## src/rtl/rbs_pkg.sv

```systemverilog
// Shared types and constants for the radio bit serializer.
// Assumes a byte-wide processor side.
package rbs_pkg;

    localparam int BYTE_W = 8;

    typedef enum logic [1:0] {
        TX_IDLE = 2'd0,
        TX_WAIT = 2'd1,
        TX_SYM  = 2'd2,
        TX_DATA = 2'd3
    } tx_state_e;

endpackage

```

## src/rtl/rbs_stamp.sv

```systemverilog
// Edge timestamp unit: runs a free counter and latches it on the first rising
// edge of the receive line after an arm pulse.
// Assumes rf_rx is already synchronous to clk.
module rbs_stamp #(
    parameter int TS_W = 16
) (
    input  logic            clk,
    input  logic            rst_n,
    input  logic            rf_rx,
    input  logic            arm,
    output logic            capture,
    output logic [TS_W-1:0] stamp,
    output logic            stamp_valid
);

    logic [TS_W-1:0] tsc_q;
    logic            line_q;
    logic            hunt_q;

    // Free-running time base.
    always_ff @(posedge clk) begin
        if (!rst_n) tsc_q <= '0;
        else        tsc_q <= tsc_q + 1'b1;
    end

    // Previous line level, used to find rising edges.
    always_ff @(posedge clk) begin
        if (!rst_n) line_q <= 1'b0;
        else        line_q <= rf_rx;
    end

    assign capture = hunt_q && rf_rx && !line_q && !arm;

    // Hunting flag: set by arm, cleared once an edge is captured.
    always_ff @(posedge clk) begin
        if (!rst_n)       hunt_q <= 1'b0;
        else if (arm)     hunt_q <= 1'b1;
        else if (capture) hunt_q <= 1'b0;
    end

    // Timestamp register and its valid flag.
    always_ff @(posedge clk) begin
        if (!rst_n) begin
            stamp       <= '0;
            stamp_valid <= 1'b0;
        end else if (arm) begin
            stamp_valid <= 1'b0;
        end else if (capture) begin
            stamp       <= tsc_q;
            stamp_valid <= 1'b1;
        end
    end

    // a held stamp is not disturbed by later edges
    p_stamp_hold_r1: assert property (@(posedge clk) disable iff (!rst_n)
        (stamp_valid && !arm) |=> (stamp_valid && $stable(stamp)));

    // arming always withdraws the stamp
    p_arm_clears_r10: assert property (@(posedge clk) disable iff (!rst_n)
        arm |=> !stamp_valid);

endmodule

```

## src/rtl/rbs_rx_shift.sv

```systemverilog
// Receive bit engine: a phase counter aligned on the captured edge, a sample
// strobe in mid-period, an MSB-first shifter and the byte handshake with
// overrun detection. The first period after the edge is a sync mark.
module rbs_rx_shift #(
    parameter int BIT_CYC   = 80,
    parameter int SAMPLE_AT = 40
) (
    input  logic                       clk,
    input  logic                       rst_n,
    input  logic                       rf_rx,
    input  logic                       arm,
    input  logic                       capture,
    input  logic                       rd_ready,
    output logic [rbs_pkg::BYTE_W-1:0] rx_byte,
    output logic                       rx_valid,
    output logic                       rx_overrun
);
    import rbs_pkg::*;

    localparam int PH_W = $clog2(BIT_CYC);
    localparam int BC_W = $clog2(BYTE_W);
    localparam logic [PH_W-1:0] PH_LAST = PH_W'(BIT_CYC - 1);
    localparam logic [PH_W-1:0] PH_SMP  = PH_W'(SAMPLE_AT);
    localparam logic [BC_W-1:0] BC_LAST = BC_W'(BYTE_W - 1);

    logic              lock_q;
    logic              skip_q;
    logic [PH_W-1:0]   ph_q;
    logic [BC_W-1:0]   bc_q;
    logic [BYTE_W-1:0] sh_q;
    logic              strobe;
    logic              done;
    logic              rd;

    assign strobe = lock_q && (ph_q == PH_SMP);
    assign done   = strobe && !skip_q && (bc_q == BC_LAST);
    assign rd     = rx_valid && rd_ready;

    // Lock state, phase counter and sync-mark skip.
    always_ff @(posedge clk) begin
        if (!rst_n) begin
            lock_q <= 1'b0;
            skip_q <= 1'b0;
            ph_q   <= '0;
        end else if (arm) begin
            lock_q <= 1'b0;
        end else if (capture) begin
            lock_q <= 1'b1;
            skip_q <= 1'b1;
            ph_q   <= PH_W'(1);
        end else if (lock_q) begin
            ph_q <= (ph_q == PH_LAST) ? '0 : ph_q + 1'b1;
            if (strobe) skip_q <= 1'b0;
        end
    end

    // Bit counter and shifter, MSB first.
    always_ff @(posedge clk) begin
        if (!rst_n) begin
            bc_q <= '0;
            sh_q <= '0;
        end else if (capture) begin
            bc_q <= '0;
        end else if (strobe && !skip_q) begin
            sh_q <= {sh_q[BYTE_W-2:0], rf_rx};
            bc_q <= (bc_q == BC_LAST) ? '0 : bc_q + 1'b1;
        end
    end

    // Output byte, ready flag and overrun flag.
    always_ff @(posedge clk) begin
        if (!rst_n) begin
            rx_byte    <= '0;
            rx_valid   <= 1'b0;
            rx_overrun <= 1'b0;
        end else begin
            if (done) begin
                rx_byte  <= {sh_q[BYTE_W-2:0], rf_rx};
                rx_valid <= 1'b1;
            end else if (rd) begin
                rx_valid <= 1'b0;
            end
            if (arm)                         rx_overrun <= 1'b0;
            else if (done && rx_valid && !rd) rx_overrun <= 1'b1;
            else if (rd)                     rx_overrun <= 1'b0;
        end
    end

    // an unread byte stays offered
    p_valid_hold_r3: assert property (@(posedge clk) disable iff (!rst_n)
        (rx_valid && !rd_ready) |=> rx_valid);

    // overrun only appears when a byte was already waiting
    p_overrun_cause_r4: assert property (@(posedge clk) disable iff (!rst_n)
        $rose(rx_overrun) |-> $past(rx_valid));

    // nothing is delivered while hunting for a new edge
    p_no_byte_unlocked_r10: assert property (@(posedge clk) disable iff (!rst_n)
        (!lock_q && !rd_ready) |=> $stable(rx_byte));

endmodule

```

## src/rtl/rbs_tx.sv

```systemverilog
// Transmit engine: delay in bit periods, start pattern, then buffered data
// bytes MSB first. The frame ends when the buffer is empty at a byte edge.
// Assumes SYM_W >= BYTE_W.
module rbs_tx #(
    parameter int BIT_CYC = 80,
    parameter int SYM_W   = 16,
    parameter int DLY_W   = 16
) (
    input  logic                       clk,
    input  logic                       rst_n,
    input  logic                       tx_start,
    input  logic [DLY_W-1:0]           tx_delay,
    input  logic [SYM_W-1:0]           tx_symbol,
    input  logic [rbs_pkg::BYTE_W-1:0] tx_data,
    input  logic                       tx_valid,
    output logic                       tx_ready,
    output logic                       tx_busy,
    output logic                       rf_tx
);
    import rbs_pkg::*;

    localparam int BT_W  = $clog2(BIT_CYC);
    localparam int CNT_W = $clog2(SYM_W + 1);
    localparam logic [BT_W-1:0]  BT_LAST  = BT_W'(BIT_CYC - 1);
    localparam logic [CNT_W-1:0] SYM_LAST = CNT_W'(SYM_W - 1);
    localparam logic [CNT_W-1:0] DAT_LAST = CNT_W'(BYTE_W - 1);

    tx_state_e         state_q;
    logic [BT_W-1:0]   bt_q;
    logic [DLY_W-1:0]  dly_q;
    logic [CNT_W-1:0]  cnt_q;
    logic [SYM_W-1:0]  sh_q;
    logic [BYTE_W-1:0] buf_q;
    logic              full_q;
    logic              bit_end;
    logic              last_bit;
    logic              sending;
    logic              load;
    logic              wr;

    assign sending  = (state_q == TX_SYM) || (state_q == TX_DATA);
    assign bit_end  = (bt_q == BT_LAST);
    assign last_bit = ((state_q == TX_SYM)  && (cnt_q == SYM_LAST)) ||
                      ((state_q == TX_DATA) && (cnt_q == DAT_LAST));
    assign load     = sending && bit_end && last_bit && full_q;
    assign wr       = tx_valid && !full_q;

    // Frame sequencer: delay, pattern, data, end.
    always_ff @(posedge clk) begin
        if (!rst_n) begin
            state_q <= TX_IDLE;
            bt_q    <= '0;
            dly_q   <= '0;
            cnt_q   <= '0;
            sh_q    <= '0;
        end else begin
            case (state_q)
                TX_IDLE: begin
                    if (tx_start) begin
                        bt_q  <= '0;
                        cnt_q <= '0;
                        sh_q  <= tx_symbol;
                        dly_q <= tx_delay;
                        state_q <= (tx_delay == '0) ? TX_SYM : TX_WAIT;
                    end
                end
                TX_WAIT: begin
                    if (bit_end) begin
                        bt_q <= '0;
                        if (dly_q == DLY_W'(1)) state_q <= TX_SYM;
                        else                    dly_q   <= dly_q - 1'b1;
                    end else begin
                        bt_q <= bt_q + 1'b1;
                    end
                end
                TX_SYM, TX_DATA: begin
                    if (bit_end) begin
                        bt_q <= '0;
                        if (last_bit) begin
                            cnt_q <= '0;
                            if (full_q) begin
                                state_q <= TX_DATA;
                                sh_q    <= {buf_q, {(SYM_W - BYTE_W){1'b0}}};
                            end else begin
                                state_q <= TX_IDLE;
                            end
                        end else begin
                            cnt_q <= cnt_q + 1'b1;
                            sh_q  <= {sh_q[SYM_W-2:0], 1'b0};
                        end
                    end else begin
                        bt_q <= bt_q + 1'b1;
                    end
                end
                default: state_q <= TX_IDLE;
            endcase
        end
    end

    // One-byte holding buffer between processor and shifter.
    always_ff @(posedge clk) begin
        if (!rst_n) begin
            buf_q  <= '0;
            full_q <= 1'b0;
        end else begin
            if (wr) buf_q <= tx_data;
            full_q <= load ? 1'b0 : (full_q || wr);
        end
    end

    assign tx_ready = !full_q;
    assign tx_busy  = (state_q != TX_IDLE);
    assign rf_tx    = sending && sh_q[SYM_W-1];

    // the line moves only on bit boundaries while sending
    p_bit_hold_r6: assert property (@(posedge clk) disable iff (!rst_n)
        (sending && !bit_end) |=> $stable(rf_tx));

    // an accepted byte fills the buffer
    p_accept_r7: assert property (@(posedge clk) disable iff (!rst_n)
        (tx_valid && tx_ready) |=> !tx_ready);

    // a frame only ends with the buffer empty
    p_end_empty_r8: assert property (@(posedge clk) disable iff (!rst_n)
        $fell(tx_busy) |-> $past(tx_ready));

    // a start request mid-frame keeps the frame running
    p_start_ignored_r9: assert property (@(posedge clk) disable iff (!rst_n)
        (tx_busy && tx_start && !(sending && bit_end)) |=> tx_busy);

endmodule

```

## src/rtl/rbs_serializer.sv

```systemverilog
// Top level of the edge-aligned radio bit serializer: connects the edge
// timestamp unit, the receive bit engine and the transmit engine.
// Assumes rf_rx is synchronous and one bit spans BIT_CYC clock cycles.
module rbs_serializer #(
    parameter int BIT_CYC   = 80,
    parameter int SAMPLE_AT = 40,
    parameter int TS_W      = 16,
    parameter int SYM_W     = 16,
    parameter int DLY_W     = 16
) (
    input  logic             clk,
    input  logic             rst_n,
    input  logic             rf_rx,
    input  logic             sync_arm,
    output logic [TS_W-1:0]  stamp,
    output logic             stamp_valid,
    output logic [7:0]       rx_byte,
    output logic             rx_valid,
    input  logic             rx_ready,
    output logic             rx_overrun,
    input  logic             tx_start,
    input  logic [DLY_W-1:0] tx_delay,
    input  logic [SYM_W-1:0] tx_symbol,
    input  logic [7:0]       tx_data,
    input  logic             tx_valid,
    output logic             tx_ready,
    output logic             tx_busy,
    output logic             rf_tx
);

    logic capture;

    rbs_stamp #(.TS_W(TS_W)) stamp_i (
        .clk         (clk),
        .rst_n       (rst_n),
        .rf_rx       (rf_rx),
        .arm         (sync_arm),
        .capture     (capture),
        .stamp       (stamp),
        .stamp_valid (stamp_valid)
    );

    rbs_rx_shift #(.BIT_CYC(BIT_CYC), .SAMPLE_AT(SAMPLE_AT)) rx_i (
        .clk        (clk),
        .rst_n      (rst_n),
        .rf_rx      (rf_rx),
        .arm        (sync_arm),
        .capture    (capture),
        .rd_ready   (rx_ready),
        .rx_byte    (rx_byte),
        .rx_valid   (rx_valid),
        .rx_overrun (rx_overrun)
    );

    rbs_tx #(.BIT_CYC(BIT_CYC), .SYM_W(SYM_W), .DLY_W(DLY_W)) tx_i (
        .clk       (clk),
        .rst_n     (rst_n),
        .tx_start  (tx_start),
        .tx_delay  (tx_delay),
        .tx_symbol (tx_symbol),
        .tx_data   (tx_data),
        .tx_valid  (tx_valid),
        .tx_ready  (tx_ready),
        .tx_busy   (tx_busy),
        .rf_tx     (rf_tx)
    );

endmodule

```

## config.mk

```make
export PLATFORM = sky130hd
export DESIGN_NAME = rbs_serializer
export DESIGN_NICKNAME = d
export VERILOG_FILES = /design/src/rtl/rbs_pkg.sv /design/src/rtl/rbs_stamp.sv /design/src/rtl/rbs_rx_shift.sv /design/src/rtl/rbs_tx.sv /design/src/rtl/rbs_serializer.sv
export SDC_FILE = /design/constraint.sdc
export NUM_CORES = 1
export LEC_CHECK = 0
export ABC_AREA = 1
export BUFFER_PORTS_ARGS = -buffer_cell sky130_fd_sc_hd__clkbuf_2
export CELL_PAD_IN_SITES_DETAIL_PLACEMENT = 1
export CELL_PAD_IN_SITES_GLOBAL_PLACEMENT = 2
export CORE_MARGIN = 3
export CORE_UTILIZATION = 30
export CTS_BUF_LIST = sky130_fd_sc_hd__clkbuf_8
export DETAILED_ROUTE_END_ITERATION = 12
export PLACE_DENSITY_LB_ADDON = 0.1
export SLEW_MARGIN = 15
export SYNTH_ARGS = -nofsm -noshare
export SYNTH_HDL_FRONTEND = slang
export SYNTH_HIERARCHICAL = 1
export SYNTH_SLANG_ARGS = --single-unit
```

## constraint.sdc

```tcl
create_clock -name clk -period 1.6 [get_ports clk]
set_input_delay 0.16 -clock clk [delete_from_list [all_inputs] [get_ports clk]]
set_output_delay 0.16 -clock clk [all_outputs]
set_load 0.03 [all_outputs]
```

==> run_results.csv <==
group,metric,value,unit
final_layout,mostFrequentLayoutCells,"nand2_1, nor2_1, dfxtp_1",
pwr,p_leak,3.71,nW
yosys,ys_seq_elements,119,
drt,drt-total-wl,17500,um
grt,antenna_found_initial,0,
timing,finalCriticalPeriod,1.69,ns
cts,cts_sinks,119,
hold_path,min_delay_path_depth,5,
cts,root_buffer,"clkbuf_8",
die,dieWidth,148,um
timing,finalHoldViolations,0,
cts,clk_path_buf_depth,2,
placed_design,place_congestion,0.747,
timing,skew,0.0152,ns
die,ios,77,
grt,gr-usage-met3,3.74,%
setup_path,cpMostUsedCell,"buf_6",
setup_path,worstPathRequired,1.95,ns
setup_path,critPathMaxStageDelay,0.34,ns
yosys,synth_async_sr_flop_share,0,%
timing,rsz0062_at_grt,"true",
status,violations,"setup timing",
hold_path,hold_path.startpoint,"tx_symbol[5]",
cts,cts_tree,"built",
grt,grt_usage,16.5,%
final_layout,area_growth,32.3,%
timing,hold-worst-slack,0.0408,ns
pwr,p_switching,0.00396,W
setup_path,r2r_cells,12,
yosys,ys_warn_count,6,
hold_path,hold_class,"in -> reg",
grt,grt_pass1_wl,29500,um
setup_path,cp-end-kind,"flip-flop",
cts,cts_buffers,17,
setup_path,timing.rr.start,"tx_i/cnt_q[0]",
yosys,synth-edff-count,0,
timing,setup_viol,17,
timing,worst_pin_slew,0.475,ns
grt,grt_pass1_vias,6175,
timing,drv_slew,0,
final_layout,fillers,2556,
timing,fmax,0.590,GHz
grt,grt_util_met2,27.9,%
setup_path,cp_slowest_cell,"dfxtp_2",
die,dieArea,21800,sq um
drt,via_count,5965,
drt,firstDrtPassIters,4,
setup_path,regToRegEndpoint,"tx_i/sh_q[8]",
die,start_util,30.7,%
yosys,syn_area,6010,sq um
placed_design,numPortBuffers,76,
yosys,ys_seq_area_share,39.6,%
yosys,synthesis.nets,970,
hold_path,min_delay_worst_endpoint,"tx_i/sh_q[5]",
die,core_area,19600,sq um
grt,overflow,0,
pwr,swShare,37.1,%
final_layout,fin_util,40.6,%
pwr,p_clk_share,28.4,%
drt,final_antenna_net_count,0,
grt,met1_usage,21.4,%
final_layout,drive_gt1_share,24.3,%
die,fp-row-count,51,
setup_path,cp_cell_sequence,"ha_4 > nand2_4 > buf_6 > inv_4 > nand4_1 > buf_6 > nand2_8 > a21oi_4 > buf_6 > nand2_2 > nor2_2 > nor2_1",
final_layout,diodes,0,
setup_path,critPathKind,"reg -> reg",
final_layout,layout_commonest_cell,"nand2_1",
cts,insertion_delay,0.45,ns
setup_path,crit_arrival,2.05,ns
yosys,ys_types,42,
cts,path_clk_slew,0.08,ns
pwr,seqPwrFrac,34.9,%
timing,setup_ws,-0.0949,ns
setup_path,rrSetupSlack,-0.09,ns
pwr,power.density,1340,nW/um^2
timing,slew_headroom,68.0,%
placed_design,preCtsSetupSlack,-0.130,ns
run,drv_cap,0,
cts,htreeDepth,4,
yosys,synth-main-ff-cell,"dfxtp_1",
die,die_y,148,um
setup_path,worstPathMaxFanout,8,
pwr,combinationalPowerShare,36.7,%
timing,fin_crit_sh,106,%
grt,grt_max_degree,72,
placed_design,hpwl,12300,um
status,status,"complete, but fails checks",
yosys,syn_area_per_cell,6.58,sq um
yosys,syn_inst,913,
final_layout,layout.nets,1117,
setup_path,start_kind,"flip-flop",
drt,routedWlPerCell,13.1,um
drt,drt_iter0_markers,181,
pwr,peakVddDrop,0.581,mV
drt,drc,0,
grt,gr-max-usage-layer,"met2",
drt,viasPerCell,4.46,
pwr,p_int,0.00672,W
[per-stage QoR]
stage | instance area [sq um] | cells | TNS, ns | power (W)
global route | 7950 | 1337 | -2.59 | 0.0115
CTS | 7730 | 1331 | -0.623 | 0.0105
floorplan | 6010 | 913 | 0 | 0.00592
detailed placement | 6970 | 1280 | -1.37 | 0.00721
global placement | 6970 | 1280 | -0.469 | 0.00719
finish | 7950 | 1337 | -0.793 | 0.0107
[how the worst max path moves through the flow]
| stage | start | cells past startpoint | end | slack [ns] |
|---|---|---|---|---|
| after floorplan | tx_i/cnt_q[0] | 11 | tx_i/sh_q[8] | 0.01 |
| final | tx_i/cnt_q[0] | 12 | tx_i/sh_q[8] | -0.09 |
| after global routing | tx_i/cnt_q[0] | 12 | tx_i/sh_q[8] | -0.19 |
| after global placement | tx_i/cnt_q[0] | 11 | tx_i/sh_q[12] | -0.07 |
| after CTS | tx_i/cnt_q[1] | 11 | tx_i/sh_q[14] | -0.06 |
| after detailed placement | tx_i/cnt_q[0] | 11 | tx_i/sh_q[14] | -0.13 |
[power by group through the flow]
stage / Combinational (W) / Clock [W] / Sequential [W]
floorplan: 0.00221 / 0 / 0.00371
global placement: 0.00346 / 0 / 0.00374
detailed placement: 0.00348 / 0 / 0.00372
CTS: 0.00370 / 0.00315 / 0.00369
global route: 0.00446 / 0.00327 / 0.00378
finish: 0.00392 / 0.00303 / 0.00373
[registers in the layout, indices dropped and copies added (netlist names), 7 cells and up]
name	count
stamp_i/stamp	16
rx_i/sh_q	7
rx_i/rx_byte	8
rx_i/ph_q	7
tx_i/dly_q	16
tx_i/bt_q	7
tx_i/buf_q	8
stamp_i/tsc_q	16
tx_i/sh_q	16
[final cells by class]
type	count	area (sq um)	share of cell area (%)
Inverter	103	404	5.08
Timing Repair Buffer	153	1080	13.6
Multi-Input combinational cell	666	3310	41.6
Sequential cell	119	2390	30.1
Tap cell	265	332	4.17
Clock inverter	10	144	1.81
Clock buffer	21	289	3.63
[Yosys cell counts (4+ instances only)]
library cell | n | area [sq um]
clkinv_1 | 4 | 15.0
o21ai_0 | 67 | 335
nand4_1 | 4 | 25.0
nor2_2 | 9 | 56.3
buf_4 | 5 | 37.5
clkbuf_1 | 10 | 37.5
inv_2 | 4 | 15.0
o21ai_1 | 14 | 70.1
inv_1 | 94 | 353
dfxtp_1 | 119 | 2380
nor3_1 | 6 | 30.0
nand2_2 | 8 | 50.1
a21oi_1 | 43 | 215
nand3_1 | 42 | 210
nor2_1 | 204 | 766
ha_1 | 10 | 125
buf_6 | 6 | 67.6
nand2_1 | 225 | 845
xor2_1 | 6 | 52.6
[per-layer routing]
metal,vias to the layer above,share of wire (%)
met1,2723,49
met2,67,47
met5,-,0
met4,0,1.0
met3,11,2.7
li1,3164,-
[cell families after synthesis]
logic type,Yosys count,synth area share [%]
DFF,119,39.6
and+or+nand+nor,515,36.2
AOI/OAI and AO/OA,133,11.6
xor gates and xnor gates,7,1.02
adders and majority gates,10,2.08
buffers and inverters,129,9.45
[worst max-delay path: cells and delay by family (launching register included)]
kind	cells	cell delay [ns]
fa+ha+maj	1	0.16
compound gates	1	0.21
buf+inv	4	0.44
simple gates	6	0.44
flops	1	0.34
[timing repair]
action                                  CTS  global route
pin swaps                                14            22
buffers inserted                          2             4
gates cloned                              1             2
endpoints found under the setup margin   22            55
hold buffers                             17             0
resized for setup                        44            62
hold endpoints to repair                 19             0
Power figures use the tool's default switching activity.
